--- config.mk ---
export PLATFORM = sky130hd
export DESIGN_NAME = bin_pid_ctrl
export DESIGN_NICKNAME = d
export VERILOG_FILES = /design/src/rtl/bin_pid_pkg.sv /design/src/rtl/bin_pid_err_decode.sv /design/src/rtl/bin_pid_integrator.sv /design/src/rtl/bin_pid_ref_stepper.sv /design/src/rtl/bin_pid_ctrl.sv
export SDC_FILE = /design/constraint.sdc
export NUM_CORES = 1
export LEC_CHECK = 0
export CELL_PAD_IN_SITES_DETAIL_PLACEMENT = 0
export CELL_PAD_IN_SITES_GLOBAL_PLACEMENT = 1
export CORE_MARGIN = 5
export CORE_UTILIZATION = 40
export DETAILED_ROUTE_END_ITERATION = 16
export PLACE_DENSITY_LB_ADDON = 0.1
export RECOVER_POWER = 25
export SKIP_CTS_REPAIR_TIMING = 1
export SYNTH_ARGS = -nofsm -noshare
export SYNTH_HDL_FRONTEND = slang
export SYNTH_SLANG_ARGS = --single-unit
--- constraint.sdc ---
create_clock -name clk -period 5.1 [get_ports clk]
set_clock_uncertainty 0.15 [all_clocks]
set_input_delay 1.02 -clock clk [delete_from_list [all_inputs] [get_ports clk]]
set_output_delay 1.02 -clock clk [all_outputs]
set_load 0.01 [all_outputs]
--- src/rtl/bin_pid_pkg.sv ---
package bin_pid_pkg;

  // Signed error sign taken from the window comparators
  typedef logic signed [1:0] err_t;

  localparam err_t ERR_NEG  = -2'sd1;
  localparam err_t ERR_ZERO = 2'sd0;
  localparam err_t ERR_POS  = 2'sd1;

  // Comparator code values
  typedef enum logic [1:0] {
    CODE_INSIDE = 2'b00,
    CODE_ABOVE  = 2'b01,
    CODE_BELOW  = 2'b10,
    CODE_BAD    = 2'b11
  } win_code_e;

endpackage

--- src/rtl/bin_pid_err_decode.sv ---
module bin_pid_err_decode
  import bin_pid_pkg::*;
(
  input  logic [1:0] code_i,
  output err_t       err_o
);

  // below the window raises duty, above lowers it, anything else is zero
  always_comb begin
    unique case (code_i)
      CODE_BELOW: err_o = ERR_POS;
      CODE_ABOVE: err_o = ERR_NEG;
      default:    err_o = ERR_ZERO;
    endcase
  end

endmodule

--- src/rtl/bin_pid_integrator.sv ---
module bin_pid_integrator
  import bin_pid_pkg::*;
#(
  parameter int ACC_W = 11,
  parameter int SH_W  = 3
) (
  input  logic             clk,
  input  logic             rst,
  input  logic             sample_valid,
  input  err_t             err_i,
  input  logic [SH_W-1:0]  shift_i,
  input  logic             hold_i,
  output logic [ACC_W-1:0] acc_q,
  output logic [ACC_W-1:0] acc_nxt
);

  localparam int CNT_W = (1 << SH_W) - 1;
  localparam logic [ACC_W-1:0] ACC_TOP = {ACC_W{1'b1}};

  logic [CNT_W-1:0] cnt_q;
  logic [CNT_W-1:0] mask;
  logic             step_en;

  always_comb begin
    mask    = ~({CNT_W{1'b1}} << shift_i);
    step_en = sample_valid && ((cnt_q & mask) == mask);
  end

  // Half-LSB step, clamped at both ends, frozen under anti-windup
  always_comb begin
    acc_nxt = acc_q;
    if (step_en && !hold_i) begin
      if (err_i == ERR_POS && acc_q != ACC_TOP)
        acc_nxt = acc_q + 1'b1;
      else if (err_i == ERR_NEG && acc_q != '0)
        acc_nxt = acc_q - 1'b1;
    end
  end

  always_ff @(posedge clk) begin
    if (rst) begin
      cnt_q <= '0;
      acc_q <= '0;
    end else if (sample_valid) begin
      cnt_q <= cnt_q + 1'b1;
      acc_q <= acc_nxt;
    end
  end


  int_idle_chk: assert property (@(posedge clk) disable iff (rst)
    !step_en |=> $stable(acc_q));


  int_unit_step_chk: assert property (@(posedge clk) disable iff (rst)
    step_en |=> (acc_q == $past(acc_q) || acc_q == $past(acc_q) + 1'b1 ||
                 acc_q == $past(acc_q) - 1'b1));

endmodule

--- src/rtl/bin_pid_ref_stepper.sv ---
module bin_pid_ref_stepper #(
  parameter int VID_W   = 5,
  parameter int REF_DIV = 16
) (
  input  logic             clk,
  input  logic             rst,
  input  logic             sample_valid,
  input  logic [VID_W-1:0] vid_i,
  output logic [VID_W-1:0] ref_q
);

  localparam int DIV_W = (REF_DIV > 1) ? $clog2(REF_DIV) : 1;
  localparam logic [DIV_W-1:0] DIV_LAST = DIV_W'(REF_DIV - 1);

  logic [DIV_W-1:0] div_q;

  always_ff @(posedge clk) begin
    if (rst) begin
      ref_q <= vid_i;
      div_q <= '0;
    end else if (sample_valid) begin
      if (ref_q == vid_i) begin
        div_q <= '0;
      end else if (div_q == DIV_LAST) begin
        div_q <= '0;
        if (ref_q < vid_i) ref_q <= ref_q + 1'b1;
        else               ref_q <= ref_q - 1'b1;
      end else begin
        div_q <= div_q + 1'b1;
      end
    end
  end


  ref_idle_chk: assert property (@(posedge clk) disable iff (rst)
    !sample_valid |=> $stable(ref_q));


  ref_up_chk: assert property (@(posedge clk) disable iff (rst)
    (sample_valid && ref_q < vid_i) |=>
      (ref_q == $past(ref_q) || ref_q == $past(ref_q) + 1'b1));


  ref_down_chk: assert property (@(posedge clk) disable iff (rst)
    (sample_valid && ref_q > vid_i) |=>
      (ref_q == $past(ref_q) || ref_q == $past(ref_q) - 1'b1));

endmodule

--- src/rtl/bin_pid_ctrl.sv ---
module bin_pid_ctrl
  import bin_pid_pkg::*;
#(
  parameter int N_BITS  = 7,
  parameter int M_BITS  = 3,
  parameter int KP      = 8,
  parameter int KD      = 4,
  parameter int SH_W    = 3,
  parameter int VID_W   = 5,
  parameter int REF_DIV = 16
) (
  input  logic                     clk,
  input  logic                     rst,
  input  logic                     sample_valid,
  input  logic [1:0]               err_code,
  input  logic [VID_W-1:0]         vid,
  input  logic [SH_W-1:0]          int_shift,
  output logic [N_BITS+M_BITS-1:0] duty,
  output logic [VID_W-1:0]         ref_level
);

  localparam int DW    = N_BITS + M_BITS;
  localparam int ACC_W = DW + 1;
  localparam int SW    = DW + 4;
  localparam logic [DW-1:0]        DUTY_TOP = {DW{1'b1}};
  localparam logic signed [SW-1:0] FULL_S   = SW'((1 << DW) - 1);
  localparam logic signed [SW-1:0] KP_S     = SW'(KP);
  localparam logic signed [SW-1:0] KD_S     = SW'(KD);

  err_t                    err;
  err_t                    err_prev_q;
  logic                    hold;
  logic [ACC_W-1:0]        acc_q;
  logic [ACC_W-1:0]        acc_nxt;
  logic signed [2:0]       err_diff;
  logic signed [SW-1:0]    p_term;
  logic signed [SW-1:0]    d_term;
  logic signed [SW-1:0]    base;
  logic signed [SW-1:0]    sum;
  logic [DW-1:0]           duty_sat;
  logic [DW-1:0]           duty_q;

  bin_pid_err_decode dec_i (
    .code_i (err_code),
    .err_o  (err)
  );

  // freeze the integrator when stepping would push into a clamp
  always_comb begin
    hold = (duty_q == '0 && err == ERR_NEG) ||
           (duty_q == DUTY_TOP && err == ERR_POS);
  end

  bin_pid_integrator #(
    .ACC_W (ACC_W),
    .SH_W  (SH_W)
  ) integ_i (
    .clk          (clk),
    .rst          (rst),
    .sample_valid (sample_valid),
    .err_i        (err),
    .shift_i      (int_shift),
    .hold_i       (hold),
    .acc_q        (acc_q),
    .acc_nxt      (acc_nxt)
  );

  bin_pid_ref_stepper #(
    .VID_W   (VID_W),
    .REF_DIV (REF_DIV)
  ) ref_i (
    .clk          (clk),
    .rst          (rst),
    .sample_valid (sample_valid),
    .vid_i        (vid),
    .ref_q        (ref_level)
  );

  // Proportional and derivative terms, both zero for a zero error
  always_comb begin
    err_diff = 3'(err) - 3'(err_prev_q);
    p_term   = SW'(err) * KP_S;
    d_term   = (err == ERR_ZERO) ? '0 : SW'(err_diff) * KD_S;
    base     = $signed({{(SW-ACC_W){1'b0}}, acc_nxt}) >>> 1;
    sum      = base + p_term + d_term;
  end

  // clamp to the duty code range
  always_comb begin
    if (sum < 0)
      duty_sat = '0;
    else if (sum > FULL_S)
      duty_sat = DUTY_TOP;
    else
      duty_sat = sum[DW-1:0];
  end

  always_ff @(posedge clk) begin
    if (rst) begin
      duty_q     <= '0;
      err_prev_q <= ERR_ZERO;
    end else if (sample_valid) begin
      duty_q     <= duty_sat;
      err_prev_q <= err;
    end
  end

  assign duty = duty_q;


  duty_idle_chk: assert property (@(posedge clk) disable iff (rst)
    !sample_valid |=> $stable(duty_q));


  zero_err_chk: assert property (@(posedge clk) disable iff (rst)
    (sample_valid && err == ERR_ZERO) |=> ACC_W'(duty_q) == $past(acc_q >> 1));


  windup_lo_chk: assert property (@(posedge clk) disable iff (rst)
    (sample_valid && duty_q == '0 && err == ERR_NEG) |=> $stable(acc_q));


  windup_hi_chk: assert property (@(posedge clk) disable iff (rst)
    (sample_valid && duty_q == DUTY_TOP && err == ERR_POS) |=> $stable(acc_q));

endmodule

==> parameters.txt <==
Parameter                              Value

STA
  Final period utilization ... 96.5%
  Worst setup margin ... ~180 ps
  Min Hold Slack ... 339 ps
  Final max-slew violation count ... 0
  Slew at the pin closest to its max-slew limit ... 824 ps
  Highest attainable clock frequency ... about 200 MHz
  Slew Limit Headroom ... 44.9%
  Final-report setup violation count ... 0
  Setup TNS after final layout ... 0 ps
  Final Critical Period ... about 4900 ps
  Final Hold Vio Count ... 0

Drt
  DRC violation count after routing ... 0
  WL final ... ~7200 um
  Avg Vias per Cell ... 5.02
  DR pass1 iterations ... 4
  Violation count after the first detailed-route iteration ... 142
  Via total after detailed routing ... 2,627
  Wire per inst ... 13.8 um
  Antenna Nets Post-Route ... 0

Global routing
  Leftover overflow at the end of global routing ... 0
  Total global-route track usage ... 16.8%
  Layer with the highest usage after global routing ... met2
  Antenna violations before repair ... 0
  Met3 Use GR ... 2.74%
  First-pass GRT wire length ... about 12,000 um
  M1 GR Usage ... 22.3%
  Via count of the first global-routing pass ... 2,531
  Met2 global-route usage ... 27.8%
  Pin count of the biggest net entering global routing ... 25

Clock network
  Later-pin clock latency in the skew report ... approximately 300 ps
  Maximum clock path buffer count ... 2
  CTS tree ... yes
  Clock buffers created by TritonCTS ... 5
  Clock transition at path regs ... 80 ps
  H-Tree Depth ... 2
  Clock tree root buffer cell ... clkbuf_8
  Clock sink total ... 39

Placement
  DP Worst Slack ... -665 ps
  Post-DP Area ... 3690 um^2
  Global placer's final weighted congestion ... 0.814
  Port bufs ... 27
  Total placed cells including tap cells ... between 500 and 600
  Post-detailed-placement half-perimeter wirelength ... about 5600 um

Power and ir drop
  Share of power burned in the clock network ... 27.9%
  Reg power frac ... 38.2%
  Power spent charging and discharging nets ... 0.298 mW
  Power density normalized to cell area ... 240 nW/um^2
  Internal power contribution ... 0.652 mW
  Worst vdd ir ... 0.107 mV
  Switch share ... about a third
  Relative contribution of combinational cells to total power ... 33.9%
  Total design power ... roughly 0.95 mW
  Leakage ... ~1.8 nW

Logic synthesis
  Sequential cell area fraction in the yosys report ... 28.2%
  Cell taking the most area after synthesis ... dfxtp_1
  Primary FF master, synth ... dfxtp_1
  Unique masters post-synth ... between 50 and 60
  Async SR Flop Fraction ... 0%
  Average cell area after synthesis ... 8.53 um^2
  Syn Std Cell Area ... 2940 um^2
  Synth top area cells ... dfxtp_1 (23%), ha_1 (11%), fa_1 (7.5%)
  Post-Syn Instances ... 345
  Synth top area share ... a little under a quarter
  Number of flops mapped to enable cells by yosys ... 5
  Most numerous cell types in the synthesized netlist ... dfxtp_1 (34), inv_1 (34), nor2_1 (31)
  Yosys reg bits ... 39
  Total of warnings raised by yosys ... 0
  Net Count, Synth ... just under 400

Min path
  Worst min-delay path category ... flop to flop

Worst setup path
  Register-to-register path setup slack ... 400 ps
  Master of the slowest instance on the critical path ... fa_1
  Largest fanout on the critical path ... 5
  Critical Path, Cell by Cell ... buf_4 -> inv_2 -> ha_4 -> nor4b_1 -> and3_1 -> a2111oi_4 -> and2_4 -> nand2_2 -> xor2_2 -> fa_1 -> inv_1 -> ha_2 -> fa_2 -> a21o_1 -> o21ai_2 -> o2bb2ai_2 -> mux2_4 -> a22oi_2 -> buf_6 -> a21oi_1 -> a211oi_1
  Critical path required time ... about 5200 ps
  Data arrival, critical path ... roughly 5000 ps
  Sum of buffers and inverters on the critical path ... 4
  Sort of element at the start of the critical path ... input port
  CP Class ... input port to flop
  CP peak stage delay ... 490 ps
  Setup crit end kind ... flop
  Top Family by Delay on Critical Path ... compound AO/OA/AOI/OAI gates

Final layout
  Fraction of the core area covered by cells at the end of the flow ... 54.8%
  Number of filler instances in the final layout ... 705
  Synth-to-layout area growth ... 34.4%
  Fin nets ... 474
  Non-filler cells in the finished layout ... 523
  Total inserted antenna cells ... 0
  Final instance area ... 3960 um^2
  Proportion of layout cells with a drive suffix above 1 ... approximately a quarter

Die
  Starting utilization of the core area ... 40.8%
  Die X ... 95.8 um
  Core region area ... 7210 um^2
  Die Y ... between 90 and 100 um
  Row count ... 31
  Area of the die ... 9170 um^2
  I/O Pins ... 28

Status
  Result of the run ... finished, final reports clean

Job
  Maxcap violations ... 0
per-layer routing:
metal / vias to the layer above / share of wire [%]
li1: 1356 / -
met1: 1225 / 47
met2: 39 / 47
met3: 7 / 4.0
met4: 0 / 1.5
met5: - / 0
area by class of cell:
class	instances	area, um^2	area share (%)
Clock buffer	5	68.8	1.74
Clock inverter	3	43.8	1.11
Inverter	34	128	3.23
Multi-Input combinational cell	262	2070	52.4
Sequential cell	39	831	21.0
Tap cell	99	124	3.13
Timing Repair Buffer	81	688	17.4
worst reg2reg max path: stages, from the launching register on:
cell and delay (ps):
dfxtp_1 410, ha_1 220, inv_1 60, o41a_1 410, nand3b_4 160, o41ai_1 310, nand2_2 120, xor2_2 170
fa_1 490, inv_1 40, ha_2 200, fa_2 380, a21o_1 210, o21ai_2 180, o2bb2ai_2 140, mux2_4 320
a22oi_2 240, buf_6 160, a21oi_1 40, a211oi_1 190
power by group through the flow:
stage / Clock, mW / Combinational [mW] / Sequential, mW
global route: 0.284 / 0.364 / 0.367
CTS: 0.272 / 0.317 / 0.363
global placement: 0 / 0.311 / 0.370
detailed placement: 0 / 0.316 / 0.370
floorplan: 0 / 0.190 / 0.371
finish: 0.265 / 0.322 / 0.363
cells in the final DEF (no fill, tap or decap), types with 3 or more instances in the layout:
master / synthesis / layout
nand3_1: 10 / 10
nand2_1: 27 / 26
nand2b_1: 5 / 4
a21oi_2: 0 / 3
fa_1: 11 / 10
clkbuf_8: 0 / 5
nor2b_1: 3 / 3
nand4_1: 13 / 13
xnor2_2: 0 / 3
nor2_1: 31 / 30
clkdlybuf4s50_1: 0 / 13
xor2_1: 13 / 11
o21ai_0: 14 / 14
dfxtp_1: 34 / 34
buf_4: 1 / 52
dlygate4sd3_1: 0 / 9
edfxtp_1: 5 / 5
xnor2_1: 11 / 8
a21oi_1: 26 / 23
and3_1: 5 / 5
o21ai_1: 7 / 5
nor3_1: 6 / 6
ha_1: 27 / 23
a21o_1: 6 / 6
inv_1: 34 / 33
cell families after synthesis:
kind of cell	after synthesis	synth area share, %
xor+xnor	24	7.14
flops	39	28.2
buf+inv	44	5.83
fa+ha+maj	38	19.0
compound gates	79	18.0
simple gates	117	20.4
mux	4	1.45
path summary, 6_finish.rpt:
check | from | endpoint | cells after the start
min | ref_i.div_q[1] | ref_i.div_q[1] | 2
max | err_code[1] | duty[0] | 21
min reg2reg | ref_i.div_q[1] | ref_i.div_q[1] | 2
max reg2reg | integ_i.acc_q[1] | duty[0] | 19
registers in the layout, summed over array words and instances, names as in the netlist:
register,flops
ref_i.ref_q,5
integ_i.cnt_q,7
err_prev_q,2
duty,10
ref_i.div_q,4
integ_i.acc_q,11
Note: power is estimated with default switching activity, not from simulation.
